## config.mk

```make
export PLATFORM = sky130hd
export DESIGN_NAME = cmdproc
export DESIGN_NICKNAME = d
export VERILOG_FILES = /design/src/rtl/cmdproc_pkg.sv /design/src/rtl/cp_regs.sv /design/src/rtl/cp_engine.sv /design/src/rtl/cmdproc.sv
export SDC_FILE = /design/constraint.sdc
export NUM_CORES = 1
export LEC_CHECK = 0
export BUFFER_PORTS_ARGS = -buffer_cell sky130_fd_sc_hd__buf_2
export CAP_MARGIN = 0
export CORE_MARGIN = 5
export CORE_UTILIZATION = 55
export DETAILED_ROUTE_END_ITERATION = 16
export GPL_TIMING_DRIVEN = 0
export PLACE_DENSITY = 0.76
export SETUP_SLACK_MARGIN = 0.3
export SYNTH_ARGS = -nofsm -noshare
export SYNTH_HDL_FRONTEND = slang
export SYNTH_SLANG_ARGS = --single-unit
```

## constraint.sdc

```tcl
create_clock -name clk_i -period 4.1 [get_ports clk_i]
set_input_delay 0.82 -clock clk_i [delete_from_list [all_inputs] [get_ports clk_i]]
set_output_delay 0.82 -clock clk_i [all_outputs]
set_load 0.005 [all_outputs]
```

## src/rtl/cmdproc_pkg.sv

```systemverilog
package cmdproc_pkg;
  typedef enum logic [7:0] {
    OP_NOP  = 8'd0,
    OP_REGW = 8'd1,
    OP_CALL = 8'd2,
    OP_FNC  = 8'd3,
    OP_INT  = 8'd4
  } op_e;

  typedef enum logic [2:0] {
    ST_IDLE, ST_NEXT, ST_REQ, ST_WAIT, ST_HALT
  } state_e;

  typedef enum logic [1:0] {PH_HDR, PH_ARG1, PH_ARG2} phase_e;

  localparam logic [2:0] RA_BASE = 3'd0;
  localparam logic [2:0] RA_SIZE = 3'd1;
  localparam logic [2:0] RA_DB   = 3'd2;
  localparam logic [2:0] RA_RPTR = 3'd3;
  localparam logic [2:0] RA_FNC  = 3'd4;
  localparam logic [2:0] RA_STAT = 3'd5;
endpackage

```

## src/rtl/cp_regs.sv

```systemverilog
module cp_regs
  import cmdproc_pkg::*;
#(
  parameter int AW = 16,
  localparam int SW = $clog2(AW + 1)
) (
  input  logic          clk_i,
  input  logic          rst_ni,
  input  logic          we_i,
  input  logic [2:0]    addr_i,
  input  logic [31:0]   wdata_i,
  output logic [31:0]   rdata_o,
  output logic [AW-1:0] base_o,
  output logic [AW-1:0] mask_o,
  output logic [AW-1:0] wptr_o,
  output logic          base_wr_o,
  output logic          irq_clr_o,
  output logic          err_clr_o,
  input  logic [AW-1:0] rptr_i,
  input  logic [31:0]   fence_i,
  input  logic          busy_i,
  input  logic          err_i,
  input  logic          irq_i
);
  logic [SW-1:0] size_q;

  assign mask_o    = ~({AW{1'b1}} << size_q);
  assign base_wr_o = we_i && addr_i == RA_BASE;
  assign irq_clr_o = we_i && addr_i == RA_STAT && wdata_i[2];
  assign err_clr_o = we_i && addr_i == RA_STAT && wdata_i[1];

  always_ff @(posedge clk_i or negedge rst_ni) begin
    if (!rst_ni) begin
      base_o <= '0;
      size_q <= '0;
      wptr_o <= '0;
    end else if (we_i) begin
      case (addr_i)
        RA_BASE: begin
          base_o <= wdata_i[AW-1:0];
          wptr_o <= '0;
        end
        RA_SIZE: size_q <= wdata_i[SW-1:0];
        RA_DB:   wptr_o <= wdata_i[AW-1:0] & mask_o;
        default: ;
      endcase
    end
  end

  always_comb begin
    rdata_o = '0;
    case (addr_i)
      RA_BASE: rdata_o[AW-1:0] = base_o;
      RA_SIZE: rdata_o[SW-1:0] = size_q;
      RA_DB:   rdata_o[AW-1:0] = wptr_o;
      RA_RPTR: rdata_o[AW-1:0] = rptr_i;
      RA_FNC:  rdata_o         = fence_i;
      RA_STAT: rdata_o[2:0]    = {irq_i, err_i, busy_i};
      default: ;
    endcase
  end
endmodule

```

## src/rtl/cp_engine.sv

```systemverilog
module cp_engine
  import cmdproc_pkg::*;
#(
  parameter int AW = 16
) (
  input  logic          clk_i,
  input  logic          rst_ni,
  input  logic [AW-1:0] base_i,
  input  logic [AW-1:0] mask_i,
  input  logic [AW-1:0] wptr_i,
  input  logic          base_wr_i,
  input  logic          irq_clr_i,
  input  logic          err_clr_i,
  output logic          mem_req_o,
  output logic [AW-1:0] mem_addr_o,
  input  logic          mem_rvalid_i,
  input  logic [31:0]   mem_rdata_i,
  output logic          cfg_we_o,
  output logic [7:0]    cfg_idx_o,
  output logic [31:0]   cfg_data_o,
  output logic [AW-1:0] rptr_o,
  output logic [31:0]   fence_o,
  output logic          busy_o,
  output logic          err_o,
  output logic          irq_o
);
  state_e        state_q;
  phase_e        phase_q;
  logic [7:0]    op_q;
  logic [AW-1:0] ib_ptr_q, ib_end_q, call_addr_q;
  logic          in_ib_q;
  logic [7:0]    rop;

  assign rop        = mem_rdata_i[31:24];
  assign mem_req_o  = state_q == ST_REQ;
  assign mem_addr_o = in_ib_q ? ib_ptr_q : base_i + rptr_o;
  assign busy_o     = state_q inside {ST_NEXT, ST_REQ, ST_WAIT};

  always_ff @(posedge clk_i or negedge rst_ni) begin
    if (!rst_ni) begin
      state_q     <= ST_IDLE;
      phase_q     <= PH_HDR;
      op_q        <= '0;
      ib_ptr_q    <= '0;
      ib_end_q    <= '0;
      call_addr_q <= '0;
      in_ib_q     <= 1'b0;
      rptr_o      <= '0;
      fence_o     <= '0;
      err_o       <= 1'b0;
      irq_o       <= 1'b0;
      cfg_we_o    <= 1'b0;
      cfg_idx_o   <= '0;
      cfg_data_o  <= '0;
    end else begin
      cfg_we_o <= 1'b0;
      if (irq_clr_i) irq_o <= 1'b0;
      case (state_q)
        ST_IDLE: if (rptr_o != wptr_i && !base_wr_i) state_q <= ST_NEXT;
        ST_NEXT: begin
          if (in_ib_q && ib_ptr_q == ib_end_q) begin
            in_ib_q <= 1'b0;
          end else if (!in_ib_q && rptr_o == wptr_i) begin
            irq_o   <= 1'b1;
            state_q <= ST_IDLE;
          end else begin
            phase_q <= PH_HDR;
            state_q <= ST_REQ;
          end
        end
        ST_REQ: state_q <= ST_WAIT;
        ST_WAIT: if (mem_rvalid_i) begin
          if (in_ib_q) ib_ptr_q <= ib_ptr_q + 1'b1;
          else         rptr_o   <= (rptr_o + 1'b1) & mask_i;
          state_q <= ST_NEXT;
          case (phase_q)
            PH_HDR: begin
              op_q      <= rop;
              cfg_idx_o <= mem_rdata_i[7:0];
              case (rop)
                OP_NOP: ;
                OP_REGW, OP_FNC: begin
                  phase_q <= PH_ARG1;
                  state_q <= ST_REQ;
                end
                OP_CALL: begin
                  if (in_ib_q) begin
                    err_o   <= 1'b1;
                    state_q <= ST_HALT;
                  end else begin
                    phase_q <= PH_ARG1;
                    state_q <= ST_REQ;
                  end
                end
                OP_INT: irq_o <= 1'b1;
                default: begin
                  err_o   <= 1'b1;
                  state_q <= ST_HALT;
                end
              endcase
            end
            PH_ARG1: begin
              if (op_q == OP_REGW) begin
                cfg_we_o   <= 1'b1;
                cfg_data_o <= mem_rdata_i;
              end else if (op_q == OP_FNC) begin
                fence_o <= mem_rdata_i;
              end else begin
                call_addr_q <= mem_rdata_i[AW-1:0];
                phase_q     <= PH_ARG2;
                state_q     <= ST_REQ;
              end
            end
            default: begin
              ib_ptr_q <= call_addr_q;
              ib_end_q <= call_addr_q + mem_rdata_i[AW-1:0];
              in_ib_q  <= 1'b1;
            end
          endcase
        end
        ST_HALT: if (err_clr_i) begin
          err_o   <= 1'b0;
          in_ib_q <= 1'b0;
          rptr_o  <= wptr_i;
          state_q <= ST_IDLE;
        end
        default: state_q <= ST_IDLE;
      endcase
      if (base_wr_i) rptr_o <= '0;
    end
  end
endmodule

```

## src/rtl/cmdproc.sv

```systemverilog
module cmdproc
  import cmdproc_pkg::*;
#(
  parameter int AW = 16
) (
  input  logic          clk_i,
  input  logic          rst_ni,
  input  logic          reg_we_i,
  input  logic [2:0]    reg_addr_i,
  input  logic [31:0]   reg_wdata_i,
  output logic [31:0]   reg_rdata_o,
  output logic          mem_req_o,
  output logic [AW-1:0] mem_addr_o,
  input  logic          mem_rvalid_i,
  input  logic [31:0]   mem_rdata_i,
  output logic          cfg_we_o,
  output logic [7:0]    cfg_idx_o,
  output logic [31:0]   cfg_data_o,
  output logic          irq_o
);
  logic [AW-1:0] base_w, mask_w, wptr_w, rptr_w;
  logic          base_wr_w, irq_clr_w, err_clr_w, busy_w, err_w;
  logic [31:0]   fence_w;

  cp_regs #(.AW(AW)) u_regs (
    .clk_i, .rst_ni,
    .we_i(reg_we_i), .addr_i(reg_addr_i), .wdata_i(reg_wdata_i), .rdata_o(reg_rdata_o),
    .base_o(base_w), .mask_o(mask_w), .wptr_o(wptr_w),
    .base_wr_o(base_wr_w), .irq_clr_o(irq_clr_w), .err_clr_o(err_clr_w),
    .rptr_i(rptr_w), .fence_i(fence_w), .busy_i(busy_w), .err_i(err_w), .irq_i(irq_o)
  );

  cp_engine #(.AW(AW)) u_eng (
    .clk_i, .rst_ni,
    .base_i(base_w), .mask_i(mask_w), .wptr_i(wptr_w),
    .base_wr_i(base_wr_w), .irq_clr_i(irq_clr_w), .err_clr_i(err_clr_w),
    .mem_req_o, .mem_addr_o, .mem_rvalid_i, .mem_rdata_i,
    .cfg_we_o, .cfg_idx_o, .cfg_data_o,
    .rptr_o(rptr_w), .fence_o(fence_w), .busy_o(busy_w), .err_o(err_w), .irq_o
  );
endmodule

```

==> out/metrics.cfg <==
[timing]
min_period_ns = 3.72
finalSetupViolCount = 0
hold_viol = 0
clock-skew-final_ns = 0.0182
finalMaxSlewViolations = 0
timing.final.crit_share_pct = 90.7
worst_slew_pin_slew_ns = 0.900
timing.slew.headroom_pct = 39.8
fmax_mhz = 269
rsz0062_at_grt = yes

[synth]
yosysSeqAreaShare_pct = 43.3
yosys_warnings = 0
synth_cell_type_count = 80
avgSynthCellArea_um2 = 10.0
synthFlopType = dfrtp_1
syn_nets = 1200
synthesis.area_um2 = 11000
async_flop_share_pct = 100
synth_edf_count = 0
postSynthCellCount = 1095
ys_seq_elements = 190

[setup_path]
worstReg2RegEnd = u_eng.ib_end_q[14]
reg2reg_depth = 10
ff2ff_setup_slack_ns = 1.46
crit_type = flip-flop to output pin
crit_path_max_fanout = 7
worstPathRequired_ns = 3.28
arrival_ns = 2.90
endpoint_kind = output pin
r2r-start = u_eng.call_addr_q[0]
start_kind = flip-flop

[clocking]
cts_hold_buf = 0
path_clk_slew_ns = 0.08
htreeDepth = 4
clockBufferDepth = 2
cts_tree = yes
insertion_delay_ns = 0.44
clockRootBuffer = clkbuf_16
cts_sinks = 190
cts_made_buffers = 17

[pwr]
peakVddDrop_mv = 0.310
power_uw = 6480
p_leak_uw = 0.00615
power_density_nw_per_um2 = 507

[global_routing]
antenna_found_initial = 0
gr-total-overflow = 0
grt_max_degree = 104
grt_pass1_vias = 9176
grt_usage_pct = 28.6
grt_pass1_wl_mm = 50.6

[placed_design]
gp_routability_congestion = 0.947
hpwl_mm = 24.0
io_buffers = 143

[routing]
ant_nets = 0
viasPerCell = 6.08
dr.first_iter.drc_count = 738
drt_wl_total_mm = 32.2
num_vias = 9366
drc = 0
wl_per_cell_um = 20.9
drt_first_pass_iters = 7

[finish]
post-route-util_pct = 65.5
antenna_cells = 0
drive_gt1_share_pct = 27.5
syn_to_final_growth_pct = 16.5
fin_nets = 1367

[run_status]
status = completed

[flow_run]
drv_cap = 0

[floorplan]
core_um2 = 19500
dieWidth_um = 151
die-area_um2 = 22900
die_y_um = 151
io_pins = 162
initial_utilization_pct = 56.2
fp-row-count = 51

[worst_hold_path]
worstHoldPathType = input pin to async pin

-- cells in the final DEF (no fill, tap or decap), types with 10 or more instances in the layout --
cell         n
clkbuf_1    30
nand3_1     13
nor3_1      25
xnor2_1     31
dfrtp_1    188
mux2i_1     20
nand2_1    108
nand4_1     16
nor4_1      10
mux2_1      19
buf_2      170
and3_1      22
inv_1       20
ha_1        32
a21oi_1     48
mux2_2     102
a211oi_1    14
nor2_1      72
xor2_1      35
clkbuf_16   17
a21o_1      10
o21ai_0     74
a22oi_1     14
nand2b_1    11
-- critical path: stages (launching register included) --
cell      delay, ns
dfrtp_2        0.46
ha_1           0.19
inv_1          0.05
fa_1           0.40
nand2b_4       0.16
a21oi_2        0.20
o31a_1         0.27
o21ai_2        0.12
o21ai_1        0.16
xnor2_1        0.07
o21ai_0        0.20
buf_2          0.16
-- worst max path at each step --
| stage | slack [ns] | startpoint | end |
|---|---|---|---|
| after floorplan | 1.16 | u_eng.rptr_o[0] | mem_addr_o[14] |
| after global placement | -1.01 | rst_ni | u_eng.cfg_we_o |
| after detailed placement | 0.53 | reg_addr_i[0] | reg_rdata_o[13] |
| after CTS | 0.34 | u_eng.rptr_o[1] | mem_addr_o[13] |
| after global routing | 0.24 | u_eng.rptr_o[0] | mem_addr_o[14] |
| final | 0.38 | u_eng.rptr_o[0] | mem_addr_o[14] |
-- area by class of cell --
cell class                      count  area (um2)
Multi-Input combinational cell    816        5850
Clock inverter                     15         234
Timing Repair Buffer              148         783
Sequential cell                   190        4760
Inverter                           22        82.6
Clock buffer                       17         425
Buffer                             67         320
Fill cell                        1621        6750
Tap cell                          265         332
-- Yosys cell counts, drive strengths merged, types with 4 or more instances --
cell type / count / area [um2]
nor2: 74 / 288
nor3: 28 / 150
a32o: 4 / 40.0
and3: 22 / 138
a31oi: 10 / 62.6
or2: 7 / 43.8
or3: 6 / 37.5
o41ai: 6 / 60.1
a21oi: 50 / 254
xor2: 35 / 307
nor4: 10 / 62.6
ha: 32 / 400
buf: 35 / 196
nand4: 16 / 100
dfrtp: 190 / 4750
xnor2: 31 / 272
nand3: 13 / 65.1
mux2: 121 / 1360
clkbuf: 32 / 123
nand2: 110 / 418
a221o: 4 / 40.0
a211oi: 14 / 105
o21ai: 80 / 404
o31ai: 6 / 45.0
a21o: 10 / 75.1
a22oi: 14 / 105
mux2i: 20 / 200
nor2b: 7 / 43.8
o22ai: 8 / 50.1
inv: 21 / 78.8
nor3b: 6 / 56.3
and2: 8 / 52.6
a221oi: 4 / 41.3
o311ai: 5 / 51.3
o21a: 9 / 67.6
nand2b: 12 / 75.1
-- power by group --
group | switching, uW | internal, uW
registers | 291 | 2130
logic | 1260 | 961
clock network | 876 | 958
-- through the flow --
| step | hold WS, ns | area (um2) | cells | setup TNS, ns | worst slack, ns |
|---|---|---|---|---|---|
| floorplan | 0.446 | 11000 | 1095 | 0 | 1.16 |
| detailed placement | 0.470 | 12100 | 1504 | 0 | 0.530 |
| global route | 0.496 | 12800 | 1540 | 0 | 0.237 |
| finish | 0.435 | 12800 | 1540 | 0 | 0.380 |
| global placement | 0.462 | 12000 | 1503 | -188.25 | -1.01 |
| CTS | 0.464 | 12700 | 1536 | 0 | 0.339 |
-- metal layers --
layer,global-route usage (%),vias to the layer above,share of wire [%]
met5,0,-,0
met4,7.62,0,1.9
met3,6.79,46,7.9
met2,43.7,387,46
met1,41.0,4643,45
li1,-,4290,-
-- logic make-up after synthesis --
family / count (synthesis) / share of synthesized area [%]
multiplexers: 143 / 14.7
AND/OR/NAND/NOR: 325 / 14.4
flip-flops: 190 / 43.3
XOR/XNOR: 66 / 5.27
adder cells (fa/ha/maj): 34 / 4.02
buffers and inverters: 89 / 3.66
AO/OA/AOI/OAI: 248 / 14.7
-- sequential cells by signal, indices dropped and copies added, names as in the netlist, 5 cells and up --
name	flops
u_eng.cfg_idx_o	8
u_eng.op_q	8
u_eng.call_addr_q	16
u_regs.size_q	5
u_eng.ib_end_q	16
u_eng.cfg_data_o	32
u_regs.base_o	16
u_eng.ib_ptr_q	16
u_regs.wptr_o	16
u_eng.rptr_o	16
u_eng.fence_o	32
-- what timing repair did --
item,in CTS,in global routing
gates resized for setup,3,9
endpoints found under the hold margin,0,0
buffers inserted,0,4
pin swaps,0,3
setup endpoints to repair,3,9
(Power assumes the default switching activity.)
